--- src/rtl/pwm_accum_pkg.sv ---
package pwm_accum_pkg;
  // Strobes from the control half to the datapath half
  typedef struct packed {
    logic accRun;      // accumulator steps this clock
    logic loadActive;  // copy staged step/threshold into the active copy
  } dpCtrl_t;
endpackage

--- src/rtl/pwm_accum_ctrl.sv ---
module pwm_accum_ctrl
  import pwm_accum_pkg::*;
#(
  parameter int REG_W    = 32,
  parameter int BASE_W   = 16,
  parameter int DIV_W    = 8,
  parameter int EN_BIT   = 31,
  parameter int UPD_BIT  = 30,
  parameter int BASE_LSB = 8
) (
  input  logic              clk,
  input  logic              rstN,
  input  logic              regWe,
  input  logic [REG_W-1:0]  regWdata,
  input  logic              wrap,
  input  logic              baseIsZero,
  output logic [REG_W-1:0]  regRdata,
  output logic [BASE_W-1:0] shadowBase,
  output logic [DIV_W-1:0]  shadowDiv,
  output dpCtrl_t           strobes
);
  localparam int BASE_MSB = BASE_LSB + BASE_W - 1;

  logic enable;
  logic pend;
  logic reqSet;
  logic boundary;

  assign reqSet   = regWe && regWdata[UPD_BIT];
  assign boundary = !enable || wrap || baseIsZero;

  always_ff @(posedge clk) begin
    if (!rstN) begin
      enable     <= 1'b0;
      shadowBase <= '0;
      shadowDiv  <= '0;
    end else if (regWe) begin
      enable     <= regWdata[EN_BIT];
      shadowBase <= regWdata[BASE_MSB:BASE_LSB];
      shadowDiv  <= regWdata[DIV_W-1:0];
    end
  end

  // Request flag: a new request wins over the self-clear
  always_ff @(posedge clk) begin
    if (!rstN)                            pend <= 1'b0;
    else if (reqSet)                      pend <= 1'b1;
    else if (pend && boundary)            pend <= 1'b0;
  end

  always_comb begin
    strobes.accRun     = enable;
    strobes.loadActive = pend && boundary;
  end

  always_comb begin
    regRdata                    = '0;
    regRdata[EN_BIT]            = enable;
    regRdata[UPD_BIT]           = pend;
    regRdata[BASE_MSB:BASE_LSB] = shadowBase;
    regRdata[DIV_W-1:0]         = shadowDiv;
  end

  // once loaded without a fresh request, the flag reads clear
  p_pend_clears_r8: assert property (@(posedge clk) disable iff (!rstN)
    (strobes.loadActive && !reqSet) |=> !regRdata[UPD_BIT]);

  // a request stays visible until it is taken
  p_pend_holds_r8: assert property (@(posedge clk) disable iff (!rstN)
    (regRdata[UPD_BIT] && !strobes.loadActive) |=> regRdata[UPD_BIT]);

  // a running cycle is never cut short by a load
  p_no_midcycle_load_r7: assert property (@(posedge clk) disable iff (!rstN)
    (strobes.accRun && !wrap && !baseIsZero) |-> !strobes.loadActive);
endmodule

--- src/rtl/pwm_accum_dp.sv ---
module pwm_accum_dp
  import pwm_accum_pkg::*;
#(
  parameter int ACC_W  = 16,
  parameter int BASE_W = 16,
  parameter int DIV_W  = 8
) (
  input  logic              clk,
  input  logic              rstN,
  input  dpCtrl_t           strobes,
  input  logic [BASE_W-1:0] shadowBase,
  input  logic [DIV_W-1:0]  shadowDiv,
  output logic              wrap,
  output logic              baseIsZero,
  output logic              pwmOut
);
  localparam int TOP_LSB = ACC_W - DIV_W;
  localparam int PAD_W   = ACC_W + 1 - BASE_W;

  logic [ACC_W-1:0]  acc;
  logic [BASE_W-1:0] activeBase;
  logic [DIV_W-1:0]  activeDiv;
  logic [ACC_W:0]    sum;

  assign sum        = {1'b0, acc} + {{PAD_W{1'b0}}, activeBase};
  assign wrap       = strobes.accRun && sum[ACC_W];
  assign baseIsZero = (activeBase == '0);

  always_ff @(posedge clk) begin
    if (!rstN)                acc <= '0;
    else if (!strobes.accRun) acc <= '0;
    else                      acc <= sum[ACC_W-1:0];
  end

  always_ff @(posedge clk) begin
    if (!rstN) begin
      activeBase <= '0;
      activeDiv  <= '0;
    end else if (strobes.loadActive) begin
      activeBase <= shadowBase;
      activeDiv  <= shadowDiv;
    end
  end

  assign pwmOut = strobes.accRun && (acc[ACC_W-1:TOP_LSB] >= activeDiv);

  // a stopped accumulator sits at zero
  p_acc_parked_r9: assert property (@(posedge clk) disable iff (!rstN)
    !strobes.accRun |=> (acc == '0));

  // the active copy only moves on a load strobe
  p_active_hold_r6: assert property (@(posedge clk) disable iff (!rstN)
    !strobes.loadActive |=> ($stable(activeBase) && $stable(activeDiv)));

  // after a wrap the remainder is below the step that caused it
  p_wrap_remainder_r3: assert property (@(posedge clk) disable iff (!rstN)
    wrap |=> ({1'b0, acc} < {{PAD_W{1'b0}}, $past(activeBase)}));
endmodule

--- src/rtl/pwm_accum_gen.sv ---
module pwm_accum_gen
  import pwm_accum_pkg::*;
#(
  parameter int REG_W  = 32,
  parameter int ACC_W  = 16,
  parameter int DIV_W  = 8
) (
  input  logic             clk,
  input  logic             rstN,
  input  logic             regWe,
  input  logic [REG_W-1:0] regWdata,
  output logic [REG_W-1:0] regRdata,
  output logic             pwmOut
);
  localparam int BASE_W = ACC_W;
  localparam int EN_BIT = REG_W - 1;

  dpCtrl_t           strobes;
  logic [BASE_W-1:0] shadowBase;
  logic [DIV_W-1:0]  shadowDiv;
  logic              wrap;
  logic              baseIsZero;

  pwm_accum_ctrl #(
    .REG_W(REG_W), .BASE_W(BASE_W), .DIV_W(DIV_W),
    .EN_BIT(EN_BIT), .UPD_BIT(EN_BIT - 1), .BASE_LSB(DIV_W)
  ) uCtrl (
    .clk(clk), .rstN(rstN), .regWe(regWe), .regWdata(regWdata),
    .wrap(wrap), .baseIsZero(baseIsZero), .regRdata(regRdata),
    .shadowBase(shadowBase), .shadowDiv(shadowDiv), .strobes(strobes)
  );

  pwm_accum_dp #(
    .ACC_W(ACC_W), .BASE_W(BASE_W), .DIV_W(DIV_W)
  ) uDp (
    .clk(clk), .rstN(rstN), .strobes(strobes),
    .shadowBase(shadowBase), .shadowDiv(shadowDiv),
    .wrap(wrap), .baseIsZero(baseIsZero), .pwmOut(pwmOut)
  );

  // output is quiet whenever the readback shows enable clear
  p_quiet_when_off_r9: assert property (@(posedge clk) disable iff (!rstN)
    !regRdata[EN_BIT] |-> !pwmOut);
endmodule

--- config.mk ---
export PLATFORM = sky130hd
export DESIGN_NAME = pwm_accum_gen
export DESIGN_NICKNAME = d
export VERILOG_FILES = /design/src/rtl/pwm_accum_pkg.sv /design/src/rtl/pwm_accum_ctrl.sv /design/src/rtl/pwm_accum_dp.sv /design/src/rtl/pwm_accum_gen.sv
export SDC_FILE = /design/constraint.sdc
export NUM_CORES = 1
export LEC_CHECK = 0
export BUFFER_PORTS_ARGS = -buffer_cell sky130_fd_sc_hd__buf_2
export CAP_MARGIN = 25
export CORE_UTILIZATION = 55
export DETAILED_ROUTE_END_ITERATION = 10
export GPL_TIMING_DRIVEN = 0
export PLACE_DENSITY_LB_ADDON = 0.25
export SLEW_MARGIN = 20
export SYNTH_ARGS = -nofsm -noshare
export SYNTH_HDL_FRONTEND = slang
export SYNTH_SLANG_ARGS = --single-unit
--- constraint.sdc ---
create_clock -name clk -period 3 [get_ports clk]
set_clock_uncertainty 0.15 [all_clocks]
set_input_delay 0.6 -clock clk [delete_from_list [all_inputs] [get_ports clk]]
set_output_delay 0.6 -clock clk [all_outputs]
set_load 0.01 [all_outputs]
== Yosys cells after proc, flatten, opt, wreduce, memory -nomap -nowiden ==
Cells that the tools add are included.
Cells by class
  multiplexer cells: 2
  reduce and logical (&&, ||, !) cells: 10
  $add $sub $neg: 1
  order comparisons: 1
Operators by type and width (number)
  $add 16x16->17: 1
  $logic_not 16->1: 1
  $ge 8x8->1: 1
  $logic_and 1x1->1: 4
  $logic_or 1x1->1: 2
  $mux 1: 2
  $reduce_and 2->1: 1
  $reduce_bool 2->1: 1
  $logic_not 1->1: 1
Word-level totals
  output and inout port bits: 33
  bits in registers: 66
  input port bits: 35
  word-level logic and storage cells: 21

== Logic depth before layout (Yosys ltp) ==
  depth after elaboration: 7
  depth in mapped cells: 10

== Cells and area by module ==
From an unflattened synthesis, not the netlist that was laid out.
Unflattened totals
  cell total of the unflattened synthesis: 369
  area total of the unflattened synthesis: 3574.7 um^2
Modules (own cells, without submodules)
  pwm_accum_dp: cells each 250, area an instance 2318.5 um^2, instances 1
  pwm_accum_ctrl: cells each 119, area an instance 1256.2 um^2, instances 1

== Worst setup path before layout ==
Ideal clock, no wire load.
  path type: reg2reg
  from: register uDp.activeBase[0]
  to: register uDp.activeDiv[1]
  arrival: 1996 ps
  stages on the path, launching flop included: 11
  path slack: 732 ps
  period minus slack after synthesis: 2268 ps
  required time: 2728 ps
  buffers on the path: 2
  setup time: 122 ps
  path through: dfxtp_1 ha_1 fa_1 a211oi_1 nor3_2 o211ai_2 a21oi_2 buf_6 buf_8 nand3_2 o21ai_2
On the way
  longest elaborated chain between the ends: 5
  elaborated cells between the ends (all ways): 6
  those cells by class: add/sub (1); reduce/logical (5)
Ends and longest elaborated chain
  start: declaration: RTL line pwm_accum_dp.sv:21  | logic [BASE_W-1:0] activeBase;
  start signal: assignment: RTL line pwm_accum_dp.sv:40  | activeBase <= shadowBase;
  $add 16x16->17: RTL line pwm_accum_dp.sv:25  | assign sum = {1'b0, acc} + {{PAD_W{1'b0}}, activeBase};
  $logic_and 1x1->1: RTL line pwm_accum_dp.sv:26  | assign wrap = strobes.accRun && sum[ACC_W];
  $logic_or 1x1->1: RTL line pwm_accum_ctrl.sv:30  | assign boundary = !enable || wrap || baseIsZero;
  $logic_or 1x1->1 (*): RTL line pwm_accum_ctrl.sv:30
  $logic_and 1x1->1 (*): RTL line pwm_accum_ctrl.sv:53  | strobes.loadActive = pend && boundary;
  end signal: assignment: RTL line pwm_accum_dp.sv:41  | activeDiv <= shadowDiv;
  end: declaration: RTL line pwm_accum_dp.sv:22  | logic [DIV_W-1:0] activeDiv;
Every way passes the cells marked *; elsewhere a longest branch is shown, timed or not.
A chain may end at the register's enable or synchronous reset.

== Worst setup path after layout ==
  from: register uDp.acc[8]
  to: output pwmOut
On the way
  longest elaborated chain between the ends: 2
Ends and longest elaborated chain
  start: declaration: RTL line pwm_accum_dp.sv:20  | logic [ACC_W-1:0] acc;
  start signal: assignment: RTL line pwm_accum_dp.sv:32  | else acc <= sum[ACC_W-1:0];
  $ge 8x8->1: RTL line pwm_accum_dp.sv:45  | assign pwmOut = strobes.accRun && (acc[ACC_W-1:TOP_LSB] >= activeDiv);
  $logic_and 1x1->1: RTL line pwm_accum_dp.sv:45
  end: declaration: RTL line pwm_accum_gen.sv:13  | output logic pwmOut
Every way passes these cells.

==> metrics.yaml <==
run_status:
  status: "finished, final reports clean"
power_and_ir_drop:
  pwr-share-comb_pct: 9.4
  clkPwrFrac_pct: 42.6
  p_seq_share_pct: 48.0
  power.switching_w: 0.000460
  ir_drop_uv: 391
  power_density_mw_per_mm2: 470
  p_int_w: 0.00147
  p_sw_share_pct: 23.8
  power.leakage_nw: 1.81
drt:
  vias: 2787
  drc_errors: 0
  drtIter0Drc: 162
  ant_nets: 0
  viasPerCell: 5.33
  drt_wl_total_um: 7310
  wl_per_cell_um: 14.0
  firstDrtPassIters: 4
yosys:
  yosys.area.top_type_share_pct: 37.5
  synthTopCellsByArea: "dfxtp_1 (38%), ha_1 (8.5%), mux2i_1 (7.1%)"
  avgSynthCellArea_um2: 9.41
  yosysTopAreaCell: "dfxtp_1"
  ys_types: 48
  synth_edf_count: 0
  yosysSeqAreaShare_pct: 37.5
  yosysWarnings: 0
  synth_seq_cells: 66
  synth_area_mm2: 0.00352
  ys.flop_type: "dfxtp_1"
  async_flop_share_pct: 0
  synth_cells: 374
clock_tree:
  postCtsSetupRepairBufs: 0
  cts_resized: 0
  htreeDepth: 3
  cts_root_buf: "clkbuf_8"
  cts_hold_buf: 0
  cts_buffers: 9
  cts_tree: "built"
  clockBufferDepth: 2
  clock_latency_ns: 0.34
  cts.sinks: 66
  clk_transition_reported_paths_ns: 0.07
sta:
  tightest_slew_ns: 0.524
  slew_viol_final: 0
  rsz0062_at_grt: "no"
  final-setup-viol-count: 0
  timing.fmax_mhz: 373
  finalWorstSetupSlack_ns: 0.320
  maxSlewHeadroom_pct: 65.0
  finalCritPeriodShare_pct: 89.3
  min_period_ns: 2.68
  setup_tns_ns: 0
  hold_viol: 0
place:
  portBuffers: 53
  place_inst: 507
  placed_cell_area_mm2: 0.00390
  dp_hpwl_um: 5590
  gp_congestion: 0.850
  pre_cts_ws_ns: 0.491
run:
  max_cap_violations: 0
setup_path:
  worst-endpoint-arrival_ns: 1.93
  critical_path.startpoint_type: "flop"
  cp_max_fo: 2
  required_ns: 2.25
  criticalPathCategory: "reg -> out"
  crit_path_end_kind: "primary output"
final_layout:
  drive_gt1_share_pct: 29.5
  final_cells: 523
  final_common_cell: "dfxtp_1"
  area_delta_synth_final_pct: 17.0
  antenna_cells: 0
  layout_common_cells: "dfxtp_1 (66), buf_2 (58), nand2_1 (31)"
  finalInstanceArea_mm2: 0.00412
  final_nets: 503
grt:
  grt_pass1_wl_um: 12000
  grt_overflow: 0
  first_global_vias: 2603
  grt.total_usage_pct: 24.0
  antenna_found_initial: 0
  grt_max_degree: 12
floorplanning:
  dieHeight_um: 82.0
  die_w_um: 82.0
  dieArea_mm2: 0.00673
  start_util_pct: 58.1
  rows: 28
  io_pins: 68
  coreArea_mm2: 0.00606
worst_hold_path:
  hold_class: "reg -> reg"
## cell type report
cell class                      count  area, µm²
Tap cell                           75       93.8
Clock buffer                       11        141
Clock inverter                      5       77.6
Fill cell                         487       1940
Timing Repair Buffer               53        265
Buffer                             27        175
Inverter                           10       37.5
Sequential cell                    66       1320
Multi-Input combinational cell    276       2010
## routing by layer
layer | vias to the layer above | share of wire (%) | track usage, %
met5 | - | 0 | 0
met4 | 0 | 2.1 | 11.4
met3 | 13 | 4.7 | 4.78
met2 | 76 | 45 | 36.9
met1 | 1258 | 48 | 32.1
li1 | 1440 | - | -
## metrics by stage
step	power [W]	utilization (%)	hold WS, ns
final	0.00193	67.9	0.312
after global routing	0.00201	67.9	0.332
after CTS	0.00195	67.9	0.313
after detailed placement	0.00113	64.3	0.302
after global placement	0.00113	64.3	0.299
after floorplan	0.00107	-	0.289
## flip-flops by register name (all words and copies together) (netlist names)
register and count:
uCtrl.enable 1, uCtrl.pend 1, uCtrl.shadowBase 16, uCtrl.shadowDiv 8, uDp.acc 16, uDp.activeBase 16
uDp.activeDiv 8
## kinds of logic after synthesis
kind of cell / Yosys count / share of synthesized area (%)
compound gates: 75 / 15.8
xor+xnor: 10 / 2.49
fa+ha+maj: 25 / 9.10
buf+inv: 37 / 6.04
flops: 66 / 37.5
mux: 26 / 7.43
other cells: 1 / 0.107
simple gates: 134 / 21.5
## cell usage after synthesis, types with 2 or more instances
cell type	count
a21oi_1	10
o21bai_1	2
o21ai_0	4
o21ai_1	9
a31oi_1	2
nand2_1	31
nand2b_1	2
buf_8	2
xnor2_1	8
clkbuf_1	9
o21a_1	2
a21oi_2	2
o21ai_2	20
o211ai_1	2
buf_2	5
a211oi_1	4
dfxtp_1	66
buf_4	10
a21o_1	9
ha_1	24
xor2_1	2
inv_1	10
nand3_1	15
nor3_1	6
nand3_2	17
nor2_1	24
and3_1	3
nor2b_1	27
mux2i_1	25
nor4_1	4
## power by group through the flow
stage / combinational (W) / clock, W / sequential, W
3_3_place_gp: 0.000179 / 0 / 0.000946
5_1_grt: 0.000201 / 0.000879 / 0.000930
2_1_floorplan: 0.000116 / 0 / 0.000950
3_5_place_dp: 0.000182 / 0 / 0.000947
6_report: 0.000182 / 0.000824 / 0.000927
4_1_cts: 0.000183 / 0.000835 / 0.000927
## worst paths after layout
kind	startpoint	to	slack [ns]	cells after the start
worst max-delay path	uDp.acc[8]	pwmOut	0.32	9
worst min-delay path	uDp.activeDiv[2]	uDp.activeDiv[2]	0.31	2
worst max register to register	uDp.activeBase[0]	uDp.activeDiv[0]	0.47	10
worst min register to register	uDp.activeDiv[2]	uDp.activeDiv[2]	0.31	2
## worst max-delay path, stage by stage (launching register included)
cell	delay, ns
dfxtp_1	0.36
inv_1	0.05
ha_1	0.26
nand2b_1	0.14
a21o_1	0.17
a21oi_1	0.15
nor2b_1	0.06
o2111ai_1	0.16
a21oi_1	0.09
buf_2	0.15
Note: power is estimated with default switching activity, not from simulation.
